File: config.mk
export PLATFORM = sky130hd
export DESIGN_NAME = slp_pwr_ctl
export DESIGN_NICKNAME = d
export VERILOG_FILES = /design/src/rtl/slp_pkg.sv /design/src/rtl/slp_ctl_reg.sv /design/src/rtl/slp_wake_timer.sv /design/src/rtl/slp_seq.sv /design/src/rtl/slp_pwr_ctl.sv
export SDC_FILE = /design/constraint.sdc
export NUM_CORES = 1
export LEC_CHECK = 0
export ABC_AREA = 1
export CAP_MARGIN = 20
export CORE_MARGIN = 10
export CORE_UTILIZATION = 50
export DETAILED_ROUTE_END_ITERATION = 8
export DONT_BUFFER_PORTS = 1
export PLACE_DENSITY = 0.67
export SYNTH_ARGS = -nofsm -noshare
export SYNTH_HDL_FRONTEND = slang
export SYNTH_HIERARCHICAL = 1
export SYNTH_SLANG_ARGS = --single-unit
File: constraint.sdc
create_clock -name clk -period 4.3 [get_ports clk]
set_clock_uncertainty 0.1 [all_clocks]
set_input_delay 0.215 -clock clk [delete_from_list [all_inputs] [get_ports clk]]
set_output_delay 0.215 -clock clk [all_outputs]
set_load 0.03 [all_outputs]
File: src/rtl/slp_pkg.sv
package slp_pkg;

  localparam int NSRC = 12;

  typedef enum logic [1:0] {
    M_IDLE  = 2'd0,
    M_ADCNR = 2'd1,
    M_PDOWN = 2'd2
  } mode_e;

  typedef enum logic [1:0] {
    S_RUN   = 2'd0,
    S_SLEEP = 2'd1,
    S_WAKE  = 2'd2
  } state_e;

  typedef struct packed {
    logic cpu;
    logic flash;
    logic io;
    logic adc;
    logic async_ck;
    logic osc;
  } dom_t;

  localparam dom_t DOM_ALL  = '{cpu: 1'b1, flash: 1'b1, io: 1'b1, adc: 1'b1, async_ck: 1'b1, osc: 1'b1};
  localparam dom_t DOM_WAKE = '{cpu: 1'b0, flash: 1'b0, io: 1'b1, adc: 1'b1, async_ck: 1'b1, osc: 1'b1};

  // 010 is power-down, 001 ADC noise reduction, all else idle
  function automatic mode_e decode_mode(input logic [2:0] sel);
    case (sel)
      3'b001:  return M_ADCNR;
      3'b010:  return M_PDOWN;
      default: return M_IDLE;
    endcase
  endfunction

  function automatic dom_t gate_set(input mode_e m);
    dom_t d;
    d = DOM_ALL;
    d.cpu   = 1'b0;
    d.flash = 1'b0;
    case (m)
      M_ADCNR: d.io = 1'b0;
      M_PDOWN: begin
        d.io       = 1'b0;
        d.adc      = 1'b0;
        d.async_ck = 1'b0;
        d.osc      = 1'b0;
      end
      default: ;
    endcase
    return d;
  endfunction

  function automatic logic [NSRC-1:0] wake_mask(input mode_e m);
    case (m)
      M_ADCNR: return 12'h3FF;
      M_PDOWN: return 12'h32E;
      default: return 12'hFFF;
    endcase
  endfunction

  function automatic int unsigned settle_cycles(input longint unsigned hz,
                                                input longint unsigned us);
    longint unsigned c;
    c = (hz * us + 64'd999999) / 64'd1000000;
    if (c == 64'd0) c = 64'd1;
    return 32'(c);
  endfunction

  function automatic bit adc_kick(input mode_e m, input logic on);
    return on && (m != M_PDOWN);
  endfunction

endpackage

File: src/rtl/slp_ctl_reg.sv
module slp_ctl_reg #(
  parameter int WINDOW  = 4,
  parameter int OFF_POS = 6,
  parameter int ARM_POS = 5
) (
  input  logic       clk,
  input  logic       rst_n,
  input  logic       wr_en,
  input  logic [7:0] wdata,
  output logic       bod_off_bit
);
  localparam int AW = $clog2(WINDOW + 1);

  logic [AW-1:0] arm_cnt;
  logic          arm_write;
  logic          load_write;

  assign arm_write  = wr_en && wdata[OFF_POS] && wdata[ARM_POS];
  assign load_write = wr_en && !wdata[ARM_POS] && (arm_cnt != '0);

  always_ff @(posedge clk or negedge rst_n) begin
    if (!rst_n) begin
      arm_cnt     <= '0;
      bod_off_bit <= 1'b0;
    end else if (arm_write) begin
      arm_cnt <= AW'(WINDOW);
    end else if (load_write) begin
      bod_off_bit <= wdata[OFF_POS];
      arm_cnt     <= '0;
    end else if (arm_cnt != '0) begin
      arm_cnt <= arm_cnt - 1'b1;
    end
  end

  // an open window shrinks by one on every edge without a write
  a_r7_window_count: assert property (@(posedge clk) disable iff (!rst_n)
    (arm_cnt != '0 && !wr_en) |=> (arm_cnt == $past(arm_cnt) - 1'b1));

  // the bit never moves without a write inside the window
  a_r7_bit_guarded: assert property (@(posedge clk) disable iff (!rst_n)
    !(wr_en && arm_cnt != '0) |=> $stable(bod_off_bit));

endmodule

File: src/rtl/slp_wake_timer.sv
module slp_wake_timer #(
  parameter int unsigned LONG_CYC  = 60,
  parameter int unsigned SHORT_CYC = 4
) (
  input  logic clk,
  input  logic rst_n,
  input  logic start,
  input  logic long_sel,
  output logic busy,
  output logic done
);
  localparam int unsigned MAXD = (LONG_CYC > SHORT_CYC) ? LONG_CYC : SHORT_CYC;
  localparam int CW = $clog2(MAXD + 1);

  logic [CW-1:0] cnt;

  assign done = busy && (cnt == '0);

  always_ff @(posedge clk or negedge rst_n) begin
    if (!rst_n) begin
      cnt  <= '0;
      busy <= 1'b0;
    end else if (start) begin
      cnt  <= long_sel ? CW'(LONG_CYC - 1) : CW'(SHORT_CYC - 1);
      busy <= 1'b1;
    end else if (done) begin
      busy <= 1'b0;
    end else if (busy) begin
      cnt <= cnt - 1'b1;
    end
  end

  // a running count always moves toward zero
  a_r9_count_down: assert property (@(posedge clk) disable iff (!rst_n)
    (busy && !done && !start) |=> (busy && cnt == $past(cnt) - 1'b1));

  initial begin
    a_r9_nonzero_delay: assert (LONG_CYC >= 1 && SHORT_CYC >= 1);
  end

endmodule

File: src/rtl/slp_seq.sv
module slp_seq
  import slp_pkg::*;
(
  input  logic            clk,
  input  logic            rst_n,
  input  logic            sleep_req,
  input  logic [2:0]      mode_sel,
  input  logic            adc_on,
  input  logic            bod_off_bit,
  input  logic [NSRC-1:0] wake_vec,
  input  logic            tmr_done,
  output logic            tmr_start,
  output logic            tmr_long,
  output dom_t            dom,
  output logic            bod_en,
  output logic            adc_start,
  output logic            cpu_run
);
  state_e st;
  mode_e  mode_q;
  logic   bod_off_q;

  mode_e  req_mode;
  logic   pend_req;
  logic   pend_sleep;
  logic   enter_ev;
  logic   wake_ev;
  logic   refuse_ev;

  assign req_mode   = decode_mode(mode_sel);
  assign pend_req   = |(wake_vec & wake_mask(req_mode));
  assign pend_sleep = |(wake_vec & wake_mask(mode_q));
  assign enter_ev   = (st == S_RUN) && sleep_req && !pend_req;
  assign refuse_ev  = (st == S_RUN) && sleep_req && pend_req;
  assign wake_ev    = (st == S_SLEEP) && pend_sleep;

  assign tmr_start = wake_ev;
  assign tmr_long  = bod_off_q;

  always_ff @(posedge clk or negedge rst_n) begin
    if (!rst_n) begin
      st        <= S_RUN;
      mode_q    <= M_IDLE;
      bod_off_q <= 1'b0;
      adc_start <= 1'b0;
    end else begin
      adc_start <= 1'b0;
      case (st)
        S_RUN: if (enter_ev) begin
          st        <= S_SLEEP;
          mode_q    <= req_mode;
          bod_off_q <= bod_off_bit && (req_mode == M_PDOWN);
          adc_start <= adc_kick(req_mode, adc_on);
        end
        S_SLEEP: if (wake_ev) st <= S_WAKE;
        S_WAKE:  if (tmr_done) begin
          st        <= S_RUN;
          bod_off_q <= 1'b0;
        end
        default: st <= S_RUN;
      endcase
    end
  end

  always_comb begin
    case (st)
      S_SLEEP: dom = gate_set(mode_q);
      S_WAKE:  dom = DOM_WAKE;
      default: dom = DOM_ALL;
    endcase
  end

  assign bod_en  = !((st == S_SLEEP) && bod_off_q);
  assign cpu_run = (st == S_RUN);

  // no sleep state leaves the core clocked
  a_r2_core_gated: assert property (@(posedge clk) disable iff (!rst_n)
    (st == S_SLEEP) |-> (!dom.cpu && !dom.flash));

  // power-down stops every domain
  a_r4_pd_all_off: assert property (@(posedge clk) disable iff (!rst_n)
    (st == S_SLEEP && mode_q == M_PDOWN) |-> (dom == '0));

  // start pulse lasts one cycle
  a_r6_single_pulse: assert property (@(posedge clk) disable iff (!rst_n)
    adc_start |=> !adc_start);

  // the detector is off only during sleep
  a_r8_bod_sleep_only: assert property (@(posedge clk) disable iff (!rst_n)
    !bod_en |-> (st == S_SLEEP && mode_q == M_PDOWN));

  // resume follows the end of the wake delay
  a_r9_resume_after_delay: assert property (@(posedge clk) disable iff (!rst_n)
    (st == S_WAKE && !tmr_done) |=> !cpu_run);

  // a refused request leaves the core running
  a_r10_refuse_stays: assert property (@(posedge clk) disable iff (!rst_n)
    refuse_ev |=> (cpu_run && !adc_start));

  // the latched mode holds while not running
  a_r11_mode_held: assert property (@(posedge clk) disable iff (!rst_n)
    (st != S_RUN) |=> $stable(mode_q));

endmodule

File: src/rtl/slp_pwr_ctl.sv
module slp_pwr_ctl #(
  parameter longint unsigned CLK_HZ     = 1000000,
  parameter int unsigned     SETTLE_US  = 60,
  parameter int unsigned     SHORT_WAKE = 4,
  parameter int              ARM_WINDOW = 4
) (
  input  logic        clk,
  input  logic        rst_n,
  input  logic        sleep_req,
  input  logic [2:0]  mode_sel,
  input  logic        adc_on,
  input  logic        ctl_wr,
  input  logic [7:0]  ctl_wdata,
  input  logic [11:0] wake_vec,
  output logic        clk_en_cpu,
  output logic        clk_en_flash,
  output logic        clk_en_io,
  output logic        clk_en_adc,
  output logic        clk_en_async,
  output logic        osc_en,
  output logic        bod_en,
  output logic        adc_start,
  output logic        cpu_run
);
  import slp_pkg::*;

  localparam int unsigned LONG_WAKE = settle_cycles(CLK_HZ, longint'(SETTLE_US));

  logic bod_off_bit;
  logic tmr_start;
  logic tmr_long;
  logic tmr_busy;
  logic tmr_done;
  dom_t dom;

  slp_ctl_reg #(
    .WINDOW  (ARM_WINDOW),
    .OFF_POS (6),
    .ARM_POS (5)
  ) u_reg (
    .clk         (clk),
    .rst_n       (rst_n),
    .wr_en       (ctl_wr),
    .wdata       (ctl_wdata),
    .bod_off_bit (bod_off_bit)
  );

  slp_wake_timer #(
    .LONG_CYC  (LONG_WAKE),
    .SHORT_CYC (SHORT_WAKE)
  ) u_tmr (
    .clk      (clk),
    .rst_n    (rst_n),
    .start    (tmr_start),
    .long_sel (tmr_long),
    .busy     (tmr_busy),
    .done     (tmr_done)
  );

  slp_seq u_seq (
    .clk         (clk),
    .rst_n       (rst_n),
    .sleep_req   (sleep_req),
    .mode_sel    (mode_sel),
    .adc_on      (adc_on),
    .bod_off_bit (bod_off_bit),
    .wake_vec    (wake_vec),
    .tmr_done    (tmr_done),
    .tmr_start   (tmr_start),
    .tmr_long    (tmr_long),
    .dom         (dom),
    .bod_en      (bod_en),
    .adc_start   (adc_start),
    .cpu_run     (cpu_run)
  );

  assign clk_en_cpu   = dom.cpu;
  assign clk_en_flash = dom.flash;
  assign clk_en_io    = dom.io;
  assign clk_en_adc   = dom.adc;
  assign clk_en_async = dom.async_ck;
  assign osc_en       = dom.osc;

  // the delay timer only runs while the core is held
  a_r9_timer_holds_core: assert property (@(posedge clk) disable iff (!rst_n)
    tmr_busy |-> !cpu_run);

endmodule

==> metrics.md, run 1 <==
| Metric | Value |
|---|---|
| Drt initial violations | 55 |
| Sequential fraction of the synthesis area | 34.0% |
| Core area | 2430 sq um |
| Post-CTS sizing | 0 |
| Drt pass-1 iters | 4 |
| Setup TNS | 0 ns |
| Rel. slew slack | 45.7% |
| Die width | 70.0 um |
| EDFF count, synth | 0 |
| Crit. End Element | output pin |
| Maximum vdd drop | 0.345 mV |
| Minimum clock period | 2.28 ns |
| R2r startpoint | u_seq/mode_q[0] |
| Ranking of synthesized cells by area | dfrtp_1, nand2_1, ha_1, inv_1, nor2_1 |
| Syn Inst Count | 173 |
| WHS | 0.0302 ns |
| Nets | 218 |
| Hold Path Origin | ctl_wr |
| Gr ovfl total | 0 |
| H-Tree Depth | 1 |
| Worst Setup SP | u_seq/st[1] |
| Mapped Avg Cell Area | 7.23 sq um |
| Die height | 70.0 um |
| Fin util | 55.4% |
| DR vias/cell | 4.99 |
| Max Cap Viol | 0 |
| Share of cells above drive strength 1 | 12.3% |
| Post-DP HPWL | 2.05 mm |
| RePlAce Congestion | 0.809 |
| Status | completed |
| Worst-path clk slew | 0.10 ns |
| Least-Margin Pin Slew | 0.811 ns |
| Power consumption | 655 uW |
| CP Launch Type | register |
| Post-Syn Nets | 211 |
| Kind of critical path | register to output pin |
| Layout area overhead | 7.70% |
| First-pass GRT wire length | 4.43 mm |
| Die ar. | 4900 sq um |
| Routed WL | 2.53 mm |
| N_diodes | 0 |
| Starting Density | 51.4% |
| Drc violations | 0 |
| Area post-placement | 1280 sq um |
| Leakage power | 0.695 nW |
| Root Buffer | clkbuf_4 |
| Cell Pwr Density | 486 nW/um^2 |
| Sink Count | 17 |
| CP max FO | 3 |
| Post-synth top flop | dfrtp_1 |
| HP Class | input port to register |
| Final Hold Vio Count | 0 |
| Fin crit share | 53.1% |
| DR vias | 1042 |
| RSZ-0062 raised after global routing | false |
| Wire length per cell | 12.1 um |
| #FFs+latches synth | 17 |
| Number of top-level pins | 37 |
| Area leader, netlist | dfrtp_1 |
| Most common cell in the netlist | nand2_1 |
| Post-route ant nets | 0 |
| FFs w/ async S/R, synth | 100% |
| Clock buffer count from CTS | 3 |
| Post-synth top area share | 34.0% |
| Fill cell count | 231 |
| Max Freq | 438 MHz |
| Largest net degree at the start of global routing | 18 |
| Synth Cell Area | 1250 sq um |
| Max clock buf depth | 2 |
| Worst path arrival time | 1.97 ns |
| Worst Path Required | 3.98 ns |
| Final Max Tran Viols | 0 |
| Non-Filler Cell Area, Final | 1350 sq um |
| Distinct cells, synth | 28 |
| CTS tree | built |
| Vias in the first global route | 1017 |
| Final count of negative-setup-slack endpoints | 0 |
| Later-pin clock latency in the skew report | 0.29 ns |
| Initial antenna violation count | 0 |
| Yosys warns | 6 |
| Most frequent cells after synthesis | nand2_1, inv_1, nor2_1, dfrtp_1, nand3_1 |
| Port bufs | 0 |
| Total track usage | 10.3% |
| Rows | 18 |
-- report_power, final --
group	total, mW	switching [mW]	internal [mW]
clock	0.0867	0.0506	0.0360
sequential	0.253	0.0434	0.210
combinational	0.316	0.191	0.124
-- final timing paths --
kind                       cells past startpoint                 to  slack (ns)
max in group asynchronous                      1    u_seq/mode_q[1]        3.29
min in group asynchronous                      1        u_seq/st[1]        0.33
max reg2reg                                   12       u_tmr/cnt[5]        2.30
max                                            5       clk_en_async        2.02
min reg2reg                                    2  u_reg/bod_off_bit        0.39
min                                            3  u_reg/bod_off_bit        0.03
-- registers in the layout, summed over array words and instances, names as in the netlist --
name,cells
u_seq/st,2
u_seq/adc_start,1
u_reg/arm_cnt,3
u_seq/mode_q,2
u_tmr/busy,1
u_tmr/cnt,6
u_reg/bod_off_bit,1
u_seq/tmr_long,1
-- critical path, cell delays in order, from the launching register on --
cell and delay (ns):
dfrtp_1 0.42, inv_1 0.08, ha_1 0.19, inv_1 0.08, o211ai_1 0.66, buf_8 0.24
-- cell type report --
type	count	area, sq um	share of cell area (%)
repair buffers	5	55.1	4.09
multi-input cells	128	709	52.6
flip-flops and latches	17	425	31.6
well taps	30	37.5	2.79
inverters	25	93.8	6.96
clock buffers	4	26.3	1.95
-- cell usage in the layout (no fill, tap or decap), types with 3 or more instances in the layout --
master | netlist | final
clkbuf_4 | 0 | 3
nand3_1 | 12 | 12
dlygate4sd3_1 | 0 | 4
inv_1 | 22 | 22
nor2_2 | 3 | 3
ha_1 | 10 | 10
inv_2 | 3 | 3
a21oi_1 | 3 | 3
dfrtp_1 | 17 | 17
nand4_1 | 4 | 4
nand2_1 | 50 | 50
nor2_1 | 21 | 21
nand2_2 | 4 | 4
-- layer usage --
metal / part of all wire [%] / up-vias / GRT usage [%]
li1: - / 556 / -
met1: 45 / 462 / 12.2
met2: 48 / 22 / 17.8
met3: 5.9 / 2 / 3.81
met4: 0.36 / 0 / 0.658
met5: 0 / - / 0
-- stage by stage --
stage          std cells  setup slack, ns
6_report             209             2.02
3_5_place_dp         201             2.29
3_3_place_gp         201             2.33
4_1_cts              209             1.99
2_1_floorplan        173             2.45
5_1_grt              209             1.93
-- logic make-up after synthesis --
group | Yosys count | share of synthesized area, %
AO/OA/AOI/OAI | 11 | 5.50
adder cells (fa/ha/maj) | 10 | 10.0
AND/OR/NAND/NOR | 105 | 39.8
flip-flops | 17 | 34.0
XOR/XNOR | 2 | 1.40
buffers and inverters | 28 | 9.30
-- what timing repair did --
item | CTS | global route
hold buffers | 4 | 0
endpoints found under the hold margin | 19 | 0
buffers inserted | 0 | 0
No activity file was read; power rests on OpenSTA's default activity.
==> run 2: changes to the inputs <==
--- a/config.mk
+++ b/config.mk
@@ -5,7 +5,7 @@
 export SDC_FILE = /design/constraint.sdc
 export NUM_CORES = 1
 export LEC_CHECK = 0
-export ABC_AREA = 1
+export ABC_AREA = 0
 export CAP_MARGIN = 20
 export CORE_MARGIN = 10
 export CORE_UTILIZATION = 50
==> constraint.sdc (replaced) <==
create_clock -name clk -period 2.25 [get_ports clk]
set_clock_uncertainty 0.1 [all_clocks]
set_input_delay 0.1125 -clock clk [delete_from_list [all_inputs] [get_ports clk]]
set_output_delay 0.1125 -clock clk [all_outputs]
set_load 0.03 [all_outputs]
==> run 2 against run 1 <==
Net effect:
- register-to-register slack got worse by 2.2 ns
- wire length increased by 13%
- cell area increased by 5.0%
- final cell count decreased by 18%
- area after synthesis decreased by 4.3%
- sequential power increased by 79%
- die area decreased by 3.1%
- via count decreased by 1.7%
==> metrics.md, run 2 <==
| Metric | Value |
|---|---|
| Largest net degree at the start of global routing | 18 |
| Switching Share | 43.2% |
| Port bufs | 0 |
| Yosys warns | 6 |
| Hold Path Origin | ctl_wdata[5] |
| Drc violations | 0 |
| Top reg by flops | u_tmr/cnt |
| Commonest non-fill, non-tap cell in the layout | dfrtp_1 |
| Setup TNS | 0 ns |
| Syn Inst Count | 126 |
| R2r startpoint | u_tmr/cnt[0] |
| Rows | 17 |
| Most frequent cells after synthesis | dfrtp_1, inv_1, nor2_1, ha_1, nand2_1 |
| CP max FO | 5 |
| Starting Density | 53.1% |
| Kind of critical path | register to register |
| Mapped Avg Cell Area | 9.50 sq um |
| Number of top-level pins | 37 |
| Flop pwr share | 31.2% |
| Final Max Tran Viols | 0 |
| Drt initial violations | 58 |
| Largest register FFs | 6 |
| CP Launch Type | register |
| Fin crit share | 96.9% |
| Pint | 827 uW |
| Worst path max stage delay | 0.40 ns |
| CP Cell Sequence | inv_1 > ha_1 > or3b_4 > nor2_2 > and2b_2 > a2111oi_2 > o32a_2 |
| Routed WL | 2.86 mm |
| DR vias/cell | 5.95 |
| Post-DP HPWL | 2.13 mm |
| DR vias | 1024 |
| CP max stage cell | dfrtp_1 |
| Area of the multi-input gates | 712 sq um |
| First-pass GRT wire length | 4.60 mm |
| Clk network pwr share | 11.4% |
| Worst Setup SP | u_tmr/cnt[0] |
| Root Buffer | clkbuf_4 |
| Initial antenna violation count | 0 |
| H-Tree Depth | 1 |
| Post-route ant nets | 0 |
| Max Freq | 459 MHz |
| Crit. End Element | register |
| #FFs+latches synth | 17 |
| Nets | 183 |
| Wire length per cell | 16.6 um |
| Post-synth top area share | 35.5% |
| Area post-placement | 1260 sq um |
| Status | completed |
| Die width | 68.9 um |
| Later-pin clock latency in the skew report | 0.29 ns |
| Clock buffer count from CTS | 3 |
| Core area | 2250 sq um |
| FF+latch area | 425 sq um |
| Final count of negative-setup-slack endpoints | 0 |
| Fill cell count | 200 |
| Ranking of synthesized cells by area | dfrtp_1, ha_1, inv_1, nor2_1, nand2_1 |
| Place WS | 0.0789 ns |
| Worst-path clk slew | 0.10 ns |
| HP Class | input port to register |
| Least-Margin Pin Slew | 0.796 ns |
| Share of cells above drive strength 1 | 21.5% |
| Total track usage | 12.4% |
| Area leader, netlist | dfrtp_1 |
| Post-synth top flop | dfrtp_1 |
| Worst Path Required | 2.39 ns |
| EDFF count, synth | 0 |
| RSZ-0062 raised after global routing | false |
| Most frequent cells in the layout | dfrtp_1, inv_1, nor2_1 |
| CTS tree | built |
| Rel. slew slack | 46.8% |
| Sequential fraction of the synthesis area | 35.5% |
| Distinct cells, synth | 45 |
| Drt pass-1 iters | 4 |
| Most common cell in the netlist | dfrtp_1 |
| Cell Pwr Density | 1030 nW/um^2 |
| FFs w/ async S/R, synth | 100% |
| Maximum vdd drop | 0.636 mV |
| Max Cap Viol | 0 |
| Largest regs | u_tmr/cnt: 6 flops, u_reg/arm_cnt: 3 flops |
| Non-Filler Cell Area, Final | 1420 sq um |
| Post-Syn Nets | 164 |
| Sink Count | 17 |
| Layout area overhead | 18.2% |
| RePlAce Congestion | 0.818 |
| Die height | 68.9 um |
| Comb power frac | 57.4% |
| Final worst setup slack | 0.0690 ns |
| Synth Cell Area | 1200 sq um |
| Gr ovfl total | 0 |
| Leakage power | 0.638 nW |
| Max clock buf depth | 2 |
| Vias in the first global route | 1032 |
| Minimum clock period | 2.18 ns |
| Sw Pwr | 629 uW |
| N_diodes | 0 |
| Worst path arrival time | 2.32 ns |
| Final Hold Vio Count | 0 |
| Die ar. | 4750 sq um |
## run 2: area by class of cell
type                            instances  area share [%]
Sequential cell                        17            30.1
Clock buffer                            3            1.59
Inverter                               14            3.71
Timing Repair Buffer                   17            11.5
Clock inverter                          1           0.354
Tap cell                               28            2.48
Multi-Input combinational cell         92            50.3
## run 2: power groups by stage
stage                     clock network (mW)  registers (mW)  logic (mW)
after floorplan                            0           0.439       0.590
after global placement                     0           0.453       0.711
after detailed placement                   0           0.460       0.733
after CTS                              0.174           0.454       0.775
after global routing                   0.189           0.464       0.913
final                                  0.167           0.454       0.835
## run 2: worst paths after layout
kind / endpoint / slack (ns) / cells past startpoint
worst min register to register: u_reg/arm_cnt[0] / 0.41 / 1
worst max-delay path: u_seq/st[0] / 0.07 / 7
worst min-delay path: u_reg/arm_cnt[2] / 0.06 / 3
max in group asynchronous: u_seq/mode_q[1] / 1.32 / 1
min in group asynchronous: u_tmr/cnt[3] / 0.24 / 1
worst max register to register: u_seq/st[0] / 0.07 / 7
## run 2: timing repair
item / 4_1_cts / 5_1_grt
endpoints found under the setup margin: 0 / 2
resized for setup: 0 / 3
hold endpoints to repair: 24 / 0
buffers inserted: 0 / 3
hold buffers: 9 / 0
## run 2: metal layers
layer  part of all wire [%]  vias up  GRT usage (%)
li1                       -      489              -
met2                     49       40           19.7
met3                    8.2        2           4.83
met5                      0        -              0
met1                     42      493           15.1
met4                   0.49        0           3.69
## run 2: cells by family after synthesis
logic type               share of synthesized area [%]
AND/OR/NAND/NOR                                   23.9
adder cells (fa/ha/maj)                           10.4
AO/OA/AOI/OAI                                     19.4
buffers and inverters                             6.27
flip-flops                                        35.5
multiplexers                                      4.39
## run 2: metrics by stage
step / hold slack, ns / std cells / utilization (%) / power, mW
CTS: 0.0426 / 169 / 61.3 / 1.40
global placement: -0.282 / 156 / 56.0 / 1.16
detailed placement: -0.283 / 156 / 56.0 / 1.19
finish: 0.0592 / 172 / 62.8 / 1.46
floorplan: -0.283 / 126 / - / 1.03
global route: 0.0506 / 172 / 62.8 / 1.57
## run 2: worst max-delay path, delay by kind of cell (launching register included)
family / cells / cell delay, ns
and+or+nand+nor: 3 / 0.80
buffers and inverters: 1 / 0.11
DFF: 1 / 0.40
adders and majority gates: 1 / 0.20
AOI/OAI and AO/OA: 2 / 0.51
